File: config.mk
export PLATFORM = sky130hd
export DESIGN_NAME = shared_bus_net
export DESIGN_NICKNAME = d
export VERILOG_FILES = /design/src/rtl/busnet_pkg.sv /design/src/rtl/busnet_fifo.sv /design/src/rtl/busnet_rr_arb.sv /design/src/rtl/busnet_ctrl.sv /design/src/rtl/busnet_bus.sv /design/src/rtl/shared_bus_net.sv
export SDC_FILE = /design/constraint.sdc
export NUM_CORES = 1
export LEC_CHECK = 0
export ABC_AREA = 1
export ABC_CLOCK_PERIOD_IN_PS = 5000
export BUFFER_PORTS_ARGS = -buffer_cell sky130_fd_sc_hd__clkbuf_2
export CAP_MARGIN = 20
export CELL_PAD_IN_SITES_DETAIL_PLACEMENT = 1
export CELL_PAD_IN_SITES_GLOBAL_PLACEMENT = 1
export CORE_ASPECT_RATIO = 1.2
export CORE_MARGIN = 2
export CORE_UTILIZATION = 47
export DETAILED_ROUTE_END_ITERATION = 10
export HOLD_SLACK_MARGIN = 0.03
export PLACE_DENSITY_LB_ADDON = 0.1
export SLEW_MARGIN = 20
export SYNTH_ARGS = -nofsm -noshare
export SYNTH_HDL_FRONTEND = slang
export SYNTH_HIERARCHICAL = 1
export SYNTH_SLANG_ARGS = --single-unit
File: constraint.sdc
create_clock -name clk -period 5 [get_ports clk]
set_clock_uncertainty 0.05 [all_clocks]
set_input_delay 0.5 -clock clk [delete_from_list [all_inputs] [get_ports clk]]
set_output_delay 0.5 -clock clk [all_outputs]
set_load 0.01 [all_outputs]
File: src/rtl/busnet_pkg.sv
package busnet_pkg;

  // width of an index over n items, never below one bit
  function automatic int idx_bits(input int n);
    return (n <= 1) ? 1 : $clog2(n);
  endfunction

  // next index around a ring of n positions
  function automatic int wrap_inc(input int idx, input int n);
    return (idx + 1 >= n) ? 0 : idx + 1;
  endfunction

  // position reached by stepping off places from base on a ring of n
  function automatic int ring_pos(input int base, input int off, input int n);
    int s;
    s = base + off;
    return (s >= n) ? s - n : s;
  endfunction

endpackage

File: src/rtl/busnet_fifo.sv
module busnet_fifo #(
  parameter int W     = 16,
  parameter int DEPTH = 2,
  localparam int AW   = busnet_pkg::idx_bits(DEPTH),
  localparam int CW   = $clog2(DEPTH + 1)
) (
  input  logic         clk,
  input  logic         rst,
  input  logic         enq_vld,
  output logic         enq_rdy,
  input  logic [W-1:0] enq_data,
  output logic         deq_vld,
  input  logic         deq_rdy,
  output logic [W-1:0] deq_data
);

  logic [W-1:0]  store [DEPTH];
  logic [AW-1:0] head_q, tail_q;
  logic [CW-1:0] count_q;
  logic          enq_fire, deq_fire;

  function automatic logic [AW-1:0] ptr_next(input logic [AW-1:0] p);
    return AW'(busnet_pkg::wrap_inc(int'(p), DEPTH));
  endfunction

  assign enq_rdy  = (count_q != CW'(DEPTH));
  assign deq_vld  = (count_q != '0);
  assign deq_data = store[head_q];
  assign enq_fire = enq_vld && enq_rdy;
  assign deq_fire = deq_vld && deq_rdy;

  always_ff @(posedge clk) begin
    if (enq_fire) store[tail_q] <= enq_data;
  end

  always_ff @(posedge clk) begin
    if (rst) begin
      head_q  <= '0;
      tail_q  <= '0;
      count_q <= '0;
    end else begin
      if (enq_fire) tail_q <= ptr_next(tail_q);
      if (deq_fire) head_q <= ptr_next(head_q);
      case ({enq_fire, deq_fire})
        2'b10:   count_q <= count_q + CW'(1);
        2'b01:   count_q <= count_q - CW'(1);
        default: count_q <= count_q;
      endcase
    end
  end

  // a lone enqueue grows occupancy by exactly one
  assert_fill_step_R7: assert property (@(posedge clk) disable iff (rst)
    (enq_fire && !deq_fire) |=> (count_q == $past(count_q) + CW'(1)));

  // a full queue that is not drained refuses the next word
  assert_no_overflow_R7: assert property (@(posedge clk) disable iff (rst)
    ((count_q == CW'(DEPTH)) && !deq_fire) |=> !enq_rdy);

  // without a pop the head word stays put
  assert_head_hold_R8: assert property (@(posedge clk) disable iff (rst)
    (deq_vld && !deq_fire) |=> (deq_vld && $stable(deq_data)));

endmodule

File: src/rtl/busnet_rr_arb.sv
module busnet_rr_arb #(
  parameter int N  = 4,
  localparam int IW = busnet_pkg::idx_bits(N)
) (
  input  logic          clk,
  input  logic          rst,
  input  logic          en,
  input  logic [N-1:0]  req,
  output logic [N-1:0]  gnt,
  output logic [IW-1:0] win_idx
);

  logic [IW-1:0] ptr_q;
  logic          found;

  always_comb begin
    int pos;
    gnt     = '0;
    win_idx = '0;
    found   = 1'b0;
    for (int off = 0; off < N; off++) begin
      pos = busnet_pkg::ring_pos(int'(ptr_q), off, N);
      if (!found && req[IW'(pos)]) begin
        found             = 1'b1;
        gnt[IW'(pos)]     = 1'b1;
        win_idx           = IW'(pos);
      end
    end
  end

  always_ff @(posedge clk) begin
    if (rst) ptr_q <= '0;
    else if (en && found) ptr_q <= IW'(busnet_pkg::wrap_inc(int'(win_idx), N));
  end

  // never more than one grant
  assert_onehot_grant_R4: assert property (@(posedge clk) disable iff (rst)
    $onehot0(gnt));

  // any request gets some grant
  assert_grant_when_req_R5: assert property (@(posedge clk) disable iff (rst)
    (|req) |-> (|gnt));

  // after a transfer the winner drops to lowest priority
  assert_rotate_R5: assert property (@(posedge clk) disable iff (rst)
    (en && found) |=> (ptr_q == IW'(busnet_pkg::wrap_inc(int'($past(win_idx)), N))));

  // priority is held while no transfer completes
  assert_prio_hold_R6: assert property (@(posedge clk) disable iff (rst)
    !en |=> $stable(ptr_q));

endmodule

File: src/rtl/busnet_ctrl.sv
module busnet_ctrl #(
  parameter int N      = 4,
  parameter int DEST_W = 2
) (
  input  logic                clk,
  input  logic                rst,
  input  logic [N-1:0]        gnt,
  input  logic [N*DEST_W-1:0] head_dest,
  input  logic [N-1:0]        out_ready,
  output logic [N-1:0]        out_valid,
  output logic                arb_en,
  output logic [N-1:0]        deq_rdy
);

  logic [DEST_W-1:0] sel_dest;
  logic              any_gnt;

  always_comb begin
    sel_dest = '0;
    for (int i = 0; i < N; i++) begin
      if (gnt[i]) sel_dest = sel_dest | head_dest[i*DEST_W +: DEST_W];
    end
  end

  assign any_gnt = |gnt;

  always_comb begin
    for (int d = 0; d < N; d++) begin
      out_valid[d] = any_gnt && (sel_dest == DEST_W'(d));
    end
  end

  assign arb_en  = |(out_valid & out_ready);
  assign deq_rdy = arb_en ? gnt : '0;

  // an output is valid exactly when some packet holds the bus
  assert_valid_tracks_grant_R2: assert property (@(posedge clk) disable iff (rst)
    ((|gnt) == (|out_valid)) && $onehot0(out_valid));

  // a pop happens only for the granted input
  assert_pop_granted_R6: assert property (@(posedge clk) disable iff (rst)
    ((deq_rdy & ~gnt) == '0));

endmodule

File: src/rtl/busnet_bus.sv
module busnet_bus #(
  parameter int N = 4,
  parameter int W = 16
) (
  input  logic [N-1:0]   gnt,
  input  logic [N*W-1:0] heads,
  output logic [W-1:0]   bus
);

  always_comb begin
    bus = '0;
    for (int i = 0; i < N; i++) begin
      bus = bus | (heads[i*W +: W] & {W{gnt[i]}});
    end
  end

endmodule

File: src/rtl/shared_bus_net.sv
module shared_bus_net #(
  parameter int NTERM     = 4,
  parameter int PAYLOAD_W = 8,
  parameter int TAG_W     = 4,
  parameter int QDEPTH    = 2,
  localparam int DEST_W   = busnet_pkg::idx_bits(NTERM),
  localparam int PKT_W    = 2 * DEST_W + TAG_W + PAYLOAD_W,
  localparam int DEST_LSB = TAG_W + PAYLOAD_W
) (
  input  logic                   clk,
  input  logic                   rst,
  input  logic [NTERM-1:0]       in_valid,
  output logic [NTERM-1:0]       in_ready,
  input  logic [NTERM*PKT_W-1:0] in_pkt,
  output logic [NTERM-1:0]       out_valid,
  input  logic [NTERM-1:0]       out_ready,
  output logic [NTERM*PKT_W-1:0] out_pkt
);

  localparam int IW = busnet_pkg::idx_bits(NTERM);

  logic [NTERM-1:0]        head_vld;
  logic [NTERM-1:0]        deq_rdy;
  logic [NTERM*PKT_W-1:0]  head_pkt;
  logic [NTERM*DEST_W-1:0] head_dest;
  logic [NTERM-1:0]        gnt;
  logic [IW-1:0]           win_idx;
  logic                    arb_en;
  logic [PKT_W-1:0]        bus_word;
  logic                    bus_stall;

  for (genvar i = 0; i < NTERM; i++) begin : g_inq
    busnet_fifo #(.W(PKT_W), .DEPTH(QDEPTH)) u_q (
      .clk      (clk),
      .rst      (rst),
      .enq_vld  (in_valid[i]),
      .enq_rdy  (in_ready[i]),
      .enq_data (in_pkt[i*PKT_W +: PKT_W]),
      .deq_vld  (head_vld[i]),
      .deq_rdy  (deq_rdy[i]),
      .deq_data (head_pkt[i*PKT_W +: PKT_W])
    );
    assign head_dest[i*DEST_W +: DEST_W] = head_pkt[i*PKT_W + DEST_LSB +: DEST_W];
    assign out_pkt[i*PKT_W +: PKT_W]     = bus_word;
  end

  busnet_rr_arb #(.N(NTERM)) u_arb (
    .clk     (clk),
    .rst     (rst),
    .en      (arb_en),
    .req     (head_vld),
    .gnt     (gnt),
    .win_idx (win_idx)
  );

  busnet_ctrl #(.N(NTERM), .DEST_W(DEST_W)) u_ctrl (
    .clk       (clk),
    .rst       (rst),
    .gnt       (gnt),
    .head_dest (head_dest),
    .out_ready (out_ready),
    .out_valid (out_valid),
    .arb_en    (arb_en),
    .deq_rdy   (deq_rdy)
  );

  busnet_bus #(.N(NTERM), .W(PKT_W)) u_bus (
    .gnt   (gnt),
    .heads (head_pkt),
    .bus   (bus_word)
  );

  assign bus_stall = (|out_valid) && !(|(out_valid & out_ready));

  // an empty network drives no valid
  assert_idle_quiet_R10: assert property (@(posedge clk) disable iff (rst)
    (head_vld == '0) |-> (out_valid == '0));

  // a stalled packet is still waiting in its queue next cycle
  assert_stall_keeps_R6: assert property (@(posedge clk) disable iff (rst)
    bus_stall |=> (|(head_vld & $past(gnt))));

  // the winning index names the single grant
  assert_win_matches_R4: assert property (@(posedge clk) disable iff (rst)
    (|gnt) |-> gnt[win_idx]);

endmodule

==> impl_metrics.toml, run 1 <==
[global_routing]
first_global_vias = 5289
antenna_found_initial = 0
overflow = 0
grt_usage_pct = 21.0
grt_max_degree = 20
grt_pass1_wl_um = 27200

[critical_path]
regToRegSetupSlack_ns = 0.72
worstPathRequired_ns = 4.45
timing.rr.end = "g_inq[0].u_q/count_q[1]"
cp-end-kind = "output pin"
path_max_fanout = 14
critPathLaunchType = "register"
critPathKind = "register to output pin"
reg2reg_depth = 23
critPathArrivalTime_ns = 3.75

[layout]
fin_util_pct = 54.3
drive_above_1_share_pct = 38.1
ff_latch_area_um2 = 4280
multi_input_area_um2 = 2480
fillers = 1800
area_growth_pct = 14.1
num_antenna_cells = 0
final_net_count = 891
stdcell_count = 1030

[floorplan]
fp.dieH_um = 144
rows = 51
core_area_um2 = 16100
initial_core_util_pct = 47.6
die_w_um = 121
die_area_um2 = 17400
io_pins = 146

[power_and_ir_drop]
p_seq_share_pct = 28.6
combPwrFrac_pct = 48.9
p_per_area_nw_per_um2 = 653
power.share.clock_pct = 22.5
netSwitchingFraction_pct = 42.1
ir_drop_mv = 0.395
power_leakage_nw = 3.87
p_int_w = 0.00332
p_switching_w = 0.00241

[placement]
gp_congestion = 0.848
place_ws_ns = 0.771
port_buffers = 145
placedCellCount = 998
detailed_place_hpwl_um = 13400

[drt]
wl_per_cell_um = 17.3
drc = 0
drt_iter0_drc = 189
first_pass_iters = 6
wirelength_um = 17800
vias = 5080
vias_per_cell = 4.93
ant_nets = 0

[sta]
finalMaxSlewViolations = 0
setup_ws_ns = 0.703
fmaxAchievable_mhz = 233
hold_viol_final = 0
tightest_slew_ns = 0.959
fin_crit_sh_pct = 85.9
setup_viol = 0
rsz0062_at_grt = "no"
relSlewSlack_pct = 36.0
fin_crit_ns = 4.30
setup_tns_ns = 0

[worst_hold_path]
min_from = "in_pkt[45]"
worst_hold_path_type = "input pin to register"
holdPathEnd = "g_inq[2].u_q/store[0][13]"
min_path_cells = 1

[clock_network]
cts_num_sinks = 150
htree_levels = 4
post-cts-setup-buffers = 0
clock_latency_ns = 0.42
cts_buffers = 17
root_buffer = "clkbuf_16"
cts_tree = "done"
hold_buffers = 0
path_clk_slew_ns = 0.06
cts_max_path_buffers = 2
cts_resized = 0

[flow_run]
max_cap_viol_count = 0

[synthesis]
syn_nets = 780
ys_warn_count = 6
avgSynthCellArea_um2 = 11.1
synthCells = 694
netlist_area_um2 = 7680

[status]
status = "finished clean"
==> worst max-delay path, stage by stage (launching register included) <==
cell and delay [ns]:
dfxtp_1 0.69, inv_6 0.14, ha_1 0.50, inv_2 0.11, nand3_2 0.10, nand2_4 0.09
nor2_4 0.16, nand2_1 0.11, o2111ai_1 0.54, buf_4 0.33, nand2_1 0.08, nand2_1 0.09
inv_1 0.04, nand2_1 0.17, clkbuf_2 0.18
==> registers in the layout (all words and copies together) (netlist names), named ones only <==
register / flops
g_inq.u_q/count_q: 8
g_inq.u_q/head_q: 4
g_inq.u_q/store: 128
g_inq.u_q/tail_q: 4
u_arb/ptr_q: 1
==> worst max path at each step <==
stage / start / end / slack (ns) / cells after the start
3_5_place_dp: register / g_inq[0].u_q/count_q[1] / 0.77 / 23
3_3_place_gp: register / g_inq[1].u_q/count_q[1] / 1.05 / 27
6_report: register / out_pkt[22] / 0.70 / 14
4_1_cts: register / out_pkt[8] / 0.65 / 14
5_1_grt: register / g_inq[0].u_q/count_q[1] / 0.26 / 23
2_1_floorplan: register / g_inq[0].u_q/count_q[1] / 1.69 / 27
==> metal layers <==
| layer | wire length, um | vias to the layer above | GRT usage [%] |
|---|---|---|---|
| li1 | - | 2453 | - |
| met1 | 7110 | 2501 | 23.7 |
| met2 | 9920 | 115 | 39.9 |
| met3 | 615 | 11 | 4.57 |
| met4 | 160 | 0 | 5.20 |
| met5 | 0 | - | 0 |
==> final cells by class <==
| type | count | area share, % |
|---|---|---|
| inverters | 85 | 3.69 |
| repair buffers | 157 | 9.30 |
| flip-flops and latches | 150 | 48.8 |
| clock buffers | 18 | 4.89 |
| clock inverters | 14 | 1.97 |
| multi-input cells | 394 | 28.3 |
| well taps | 212 | 3.02 |
==> through the flow <==
stage	area (um^2)	hold WS, ns	total power [W]
finish	8770	0.225	0.00573
global placement	8170	0.429	0.00442
global route	8770	0.205	0.00612
floorplan	7680	0.414	0.00409
CTS	8770	0.204	0.00581
detailed placement	8170	0.439	0.00449
==> power by group through the flow <==
stage	clock, W	sequential [W]	combinational (W)
final	0.00129	0.00164	0.00280
after floorplan	0	0.00159	0.00250
after detailed placement	0	0.00166	0.00283
after global routing	0.00136	0.00166	0.00311
after CTS	0.00132	0.00164	0.00285
after global placement	0	0.00165	0.00277
==> cells in the final DEF, fill, tap and decap left out <==
master	count
nand4_1	8
a22oi_1	1
clkbuf_16	17
nor2_1	51
nor2_2	3
clkinv_2	1
nor2_8	1
clkbuf_1	1
nand3_1	14
o211ai_1	1
mux2_4	40
a21oi_2	1
inv_2	18
clkinv_1	2
inv_6	5
o21bai_1	1
o21ai_0	11
buf_4	12
a31oi_1	1
inv_1	66
nand4_2	1
or2_2	1
nand2_4	2
nand2_1	170
a21oi_1	9
nand3_2	7
bufinv_16	3
o21ai_1	7
ha_1	12
nor2_4	2
clkbuf_2	145
o2111ai_1	1
dfxtp_1	22
nand2_2	25
mux2_2	24
edfxtp_1	128
clkinv_4	4
(Power assumes the default switching activity.)
==> run 2, diff against run 1 <==
--- a/config.mk
+++ b/config.mk
@@ -14,9 +14,11 @@
 export CORE_ASPECT_RATIO = 1.2
 export CORE_MARGIN = 2
 export CORE_UTILIZATION = 47
+export CTS_CLUSTER_SIZE = 8
 export DETAILED_ROUTE_END_ITERATION = 10
 export HOLD_SLACK_MARGIN = 0.03
 export PLACE_DENSITY_LB_ADDON = 0.1
+export RECOVER_POWER = 100
 export SLEW_MARGIN = 20
 export SYNTH_ARGS = -nofsm -noshare
 export SYNTH_HDL_FRONTEND = slang
==> run 2 against run 1 <==
Compared with the run above:
- via count about the same
- maximum frequency shrank 5.0%
- sequential power barely moved
- non-clock buffer count is the same
- hold slack lost 0.00085 ns
- clock-buffer cell count is the same
- first-iteration DRC count grew 9.0%
- sequential cell count stayed put
- wire length increased by 0.46%
- global-route usage stayed put
- design area decreased by 2.5%
- largest power group unchanged
==> impl_metrics.toml, run 2 (same netlist as run 1, synthesis figures left out) <==
[clock_network]
cts_resized = 0
cts_tree = "done"
hold_buffers = 0
clock_latency_ns = 0.42
cts_buffers = 17
root_buffer = "clkbuf_16"
cts_num_sinks = 150
cts_max_path_buffers = 2
path_clk_slew_ns = 0.06
htree_levels = 4
post-cts-setup-buffers = 0

[critical_path]
path_max_fanout = 14
cp-end-kind = "output pin"
crit_top_cell = "nand2_1"
slowest_delay_ns = 0.69
critPathArrivalTime_ns = 3.97
critPathLaunchType = "register"
crit_buf_inv = 5
regToRegSetupSlack_ns = 0.60
path_cells = "inv_6 > ha_1 > inv_2 > nand3_1 > nand2_1 > nor2_1 > nand2_1 > nor2_1 > nand2_1 > nand4_1 > clkbuf_1 > nand2_1 > nand2_1 > inv_1 > nand2_1 > clkbuf_1"
critPathKind = "register to output pin"
cp_top_family = "simple AND/OR/NAND/NOR gates"
worstPathRequired_ns = 4.45
critPathSlowestCell = "dfxtp_1"

[global_routing]
grt_pass1_wl_um = 27200
first_global_vias = 5289
grt_max_degree = 20
antenna_found_initial = 0
grt_usage_pct = 21.0
overflow = 0

[drt]
vias_per_cell = 4.94
drc = 0
first_pass_iters = 4
wirelength_um = 17900
vias = 5085
drt_iter0_drc = 206
wl_per_cell_um = 17.4
ant_nets = 0

[layout]
final_cell_mix = "nand2_1, clkbuf_1, edfxtp_1, inv_1, nor2_1"
area_growth_pct = 11.3
top_regs = "g_inq.u_q/store (128), g_inq.u_q/count_q (8)"
regMostFlops = "g_inq.u_q/store"
final_common_cell = "nand2_1"
fin_util_pct = 53.0
largest_reg_flops = 128
num_antenna_cells = 0
final_net_count = 891
drive_above_1_share_pct = 19.8

[floorplan]
die_area_um2 = 17400
rows = 51
core_area_um2 = 16100
die_w_um = 121
io_pins = 146
initial_core_util_pct = 47.6
fp.dieH_um = 144

[sta]
fmaxAchievable_mhz = 221
finalMaxSlewViolations = 0
hold_viol_final = 0
tightest_slew_ns = 1.04
rsz0062_at_grt = "no"
fin_crit_ns = 4.52
setup_viol = 0
setup_ws_ns = 0.476
relSlewSlack_pct = 30.9
setup_tns_ns = 0
fin_crit_sh_pct = 90.5

[worst_hold_path]
worst_hold_path_type = "input pin to register"

[placement]
gp_congestion = 0.848
place_ws_ns = 0.771
detailed_place_hpwl_um = 13400
port_buffers = 145

[flow_run]
max_cap_viol_count = 0

[status]
status = "finished clean"

[power_and_ir_drop]
p_per_area_nw_per_um2 = 650
power_leakage_nw = 3.46
ir_drop_mv = 0.385
[run 2: cell count changes in the layout (fill, tap and decap cells not counted), moves of 2 or more]
cell      change
inv_2         -8
nor2_1        +2
nor2_2        -2
clkbuf_2    -122
nand2_2       -8
inv_1         +8
buf_4        -10
clkbuf_1    +132
nand2_1       +8
[run 2: where the power goes]
part,leakage [nW],internal (W),switching (W)
logic,1.79,0.000838,0.00179
clock network,0.295,0.000790,0.000503
registers,1.38,0.00152,0.000119
[run 2: layout make-up]
cell class / count / area, um^2
Tap cell: 212 / 265
Sequential cell: 150 / 4280
Multi-Input combinational cell: 394 / 2460
Inverter: 85 / 324
Clock inverter: 14 / 173
Clock buffer: 18 / 429
Fill cell: 1854 / 7590
Timing Repair Buffer: 157 / 626
[run 2: routing by layer]
layer	GRT usage [%]	vias to the layer above	wire (um)
met3	4.57	11	685
met2	39.9	117	9900
met4	5.20	0	160
met5	0	-	0
met1	23.7	2507	7130
li1	-	2450	-
[run 2: per-stage QoR]
stage	area (um^2)	power, W	hold WS (ns)	instances
floorplan	7680	0.00409	0.414	694
global placement	8170	0.00442	0.429	998
detailed placement	8170	0.00449	0.439	998
CTS	8770	0.00581	0.204	1030
global route	8560	0.00593	0.205	1030
finish	8560	0.00556	0.224	1030
[run 2: worst paths after layout]
| kind | endpoint | depth (start not counted) | from |
|---|---|---|---|
| setup reg to reg | g_inq[0].u_q/count_q[1] | 23 | register |
| hold reg to reg | g_inq[2].u_q/head_q | 2 | g_inq[2].u_q/head_q |
| setup / recovery | out_pkt[41] | 16 | register |
| hold / removal | g_inq[1].u_q/store[0][14] | 1 | in_pkt[30] |
==> run 3, diff against run 2 <==
--- a/config.mk
+++ b/config.mk
@@ -11,7 +11,7 @@
 export CAP_MARGIN = 20
 export CELL_PAD_IN_SITES_DETAIL_PLACEMENT = 1
 export CELL_PAD_IN_SITES_GLOBAL_PLACEMENT = 1
-export CORE_ASPECT_RATIO = 1.2
+export CORE_ASPECT_RATIO = 0.7
 export CORE_MARGIN = 2
 export CORE_UTILIZATION = 47
 export CTS_CLUSTER_SIZE = 8
==> run 3 against run 2 <==
Compared with the run above:
- final cell count up 1.3%
- sequential cell count unchanged
- clock power is essentially flat
- largest cell class unchanged
- critical path type unchanged
- clock-buffer cell count down 1
- design area unchanged
- global-route usage increased by 1.9 points
- total power up 0.36%
- critical path depth is the same
- sequential share of layout area unchanged
- sequential power is essentially flat
==> impl_metrics.toml, run 3 (same netlist as run 1, synthesis figures left out) <==
[global_routing]
grt_max_degree = 20
overflow = 0
grt_usage_pct = 22.9
first_global_vias = 5455
antenna_found_initial = 1
grt_pass1_wl_um = 29500

[layout]
final_common_cell = "nand2_1"
drive_above_1_share_pct = 19.7
area_growth_pct = 11.3
top_regs = "g_inq.u_q/store (128), g_inq.u_q/count_q (8)"
final_net_count = 891
fin_util_pct = 53.0
final_cell_area_um2 = 8560
num_antenna_cells = 0
final_cell_mix = "nand2_1, clkbuf_1, edfxtp_1, inv_1, nor2_1"
stdcell_count = 1043
fillers = 1872
regMostFlops = "g_inq.u_q/store"
largest_reg_flops = 128

[clock_network]
htree_levels = 4
path_clk_slew_ns = 0.06
cts_buffers = 17
post-cts-setup-buffers = 0
cts_tree = "done"
cts_resized = 0
hold_buffers = 0
cts_num_sinks = 150
cts_max_path_buffers = 2
root_buffer = "clkbuf_16"
clock_latency_ns = 0.43

[drt]
wirelength_um = 19300
wl_per_cell_um = 18.5
vias_per_cell = 4.95
first_pass_iters = 4
drc = 0
drt_iter0_drc = 294
ant_nets = 0
vias = 5159

[critical_path]
critPathLaunchType = "register"
regToRegSetupSlack_ns = 0.56
critPathArrivalTime_ns = 4.03
crit_end = "out_pkt[61]"
cp-end-kind = "output pin"
worstPathRequired_ns = 4.45
critPathKind = "register to output pin"
timing.rr.end = "g_inq[3].u_q/count_q[1]"
reg2reg_depth = 23
path_max_fanout = 14

[sta]
hold_viol_final = 0
relSlewSlack_pct = 23.1
finalMaxSlewViolations = 0
setup_ws_ns = 0.415
rsz0062_at_grt = "no"
fin_crit_sh_pct = 91.7
fmaxAchievable_mhz = 218
tightest_slew_ns = 1.15
fin_crit_ns = 4.58
setup_tns_ns = 0
setup_viol = 0

[status]
status = "finished clean"

[placement]
port_buffers = 145
placedCellCount = 1011
dpl_cell_area_um2 = 8190
gp_congestion = 0.891
place_ws_ns = 0.533
detailed_place_hpwl_um = 14000

[floorplan]
core_area_um2 = 16200
rows = 39
io_pins = 146
fp.dieH_um = 111
die_area_um2 = 17400
die_w_um = 157
initial_core_util_pct = 47.6

[power_and_ir_drop]
netSwitchingFraction_pct = 44.4
p_int_w = 0.00310
p_switching_w = 0.00248
power_leakage_nw = 3.45
p_per_area_nw_per_um2 = 652
power.share.clock_pct = 22.7
ir_drop_mv = 0.350
p_seq_share_pct = 29.4
combPwrFrac_pct = 47.9

[flow_run]
max_cap_viol_count = 0

[worst_hold_path]
worst_hold_path_type = "input pin to register"
==> run 3: cell types whose count changed in the layout (fill, tap and decap cells not counted), sizes merged <==
| cell | previous run | this run |
|---|---|---|
| bufinv | 3 | 2 |
| inv | 89 | 90 |
| clkinvlp | 0 | 1 |
| clkbuf | 173 | 172 |
==> run 3: per-layer routing <==
layer  vias to the layer above  routed length (um)  share of wire, %  global-route usage (%)
li1                       2459                   -                 -                       -
met1                      2567                8980                47                    31.1
met2                       120                9340                48                    37.4
met3                        11                 831               4.3                    3.99
met4                         2                 136              0.70                    7.34
met5                         -                  13             0.067                       0
==> run 3: final cells by class <==
class,count,area (um^2),share of cell area (%)
clock buffer,17,425,4.97
clock inverter,15,151,1.77
inverter,85,324,3.79
multi-input combinational,394,2470,28.8
sequential,150,4280,50.1
tap,225,282,3.29
timing repair buffer,157,623,7.28
==> run 3: through the flow <==
step                hold slack [ns]  power [W]
finish                        0.204    0.00558
global route                  0.201    0.00596
CTS                           0.199    0.00582
detailed placement            0.445    0.00452
global placement              0.424    0.00447
floorplan                     0.414    0.00409
==> run 3: power by group through the flow <==
stage | Combinational [W] | Sequential (W) | Clock (W)
finish | 0.00267 | 0.00164 | 0.00127
floorplan | 0.00250 | 0.00159 | 0
global route | 0.00296 | 0.00166 | 0.00134
global placement | 0.00282 | 0.00165 | 0
CTS | 0.00289 | 0.00164 | 0.00130
detailed placement | 0.00286 | 0.00167 | 0
==> run 3: worst min-delay path by stage <==
| stage | endpoint | depth (start not counted) | startpoint | slack (ns) |
|---|---|---|---|---|
| 5_1_grt | g_inq[1].u_q/store[0][12] | 1 | in_pkt[28] | 0.20 |
| 4_1_cts | g_inq[2].u_q/store[1][5] | 1 | in_pkt[37] | 0.20 |
| 3_5_place_dp | register | 2 | g_inq[1].u_q/head_q | 0.44 |
| 3_3_place_gp | g_inq[1].u_q/count_q[0] | 1 | g_inq[1].u_q/count_q[0] | 0.42 |
| 2_1_floorplan | register | 2 | g_inq[0].u_q/head_q | 0.41 |
| 6_report | g_inq[2].u_q/store[0][5] | 1 | in_pkt[37] | 0.20 |
==> run 3: worst max-delay path, cell delays in order (launching register included) <==
cell	delay [ns]
dfxtp_1	0.70
inv_6	0.14
ha_1	0.49
inv_2	0.11
nand3_1	0.09
nand2_1	0.08
nor2_2	0.13
nand2_1	0.09
nor2_1	0.14
nand2_1	0.09
nand4_1	0.42
clkbuf_1	0.51
nand2_1	0.12
nand2_1	0.11
inv_1	0.06
nand2_1	0.14
clkbuf_1	0.18
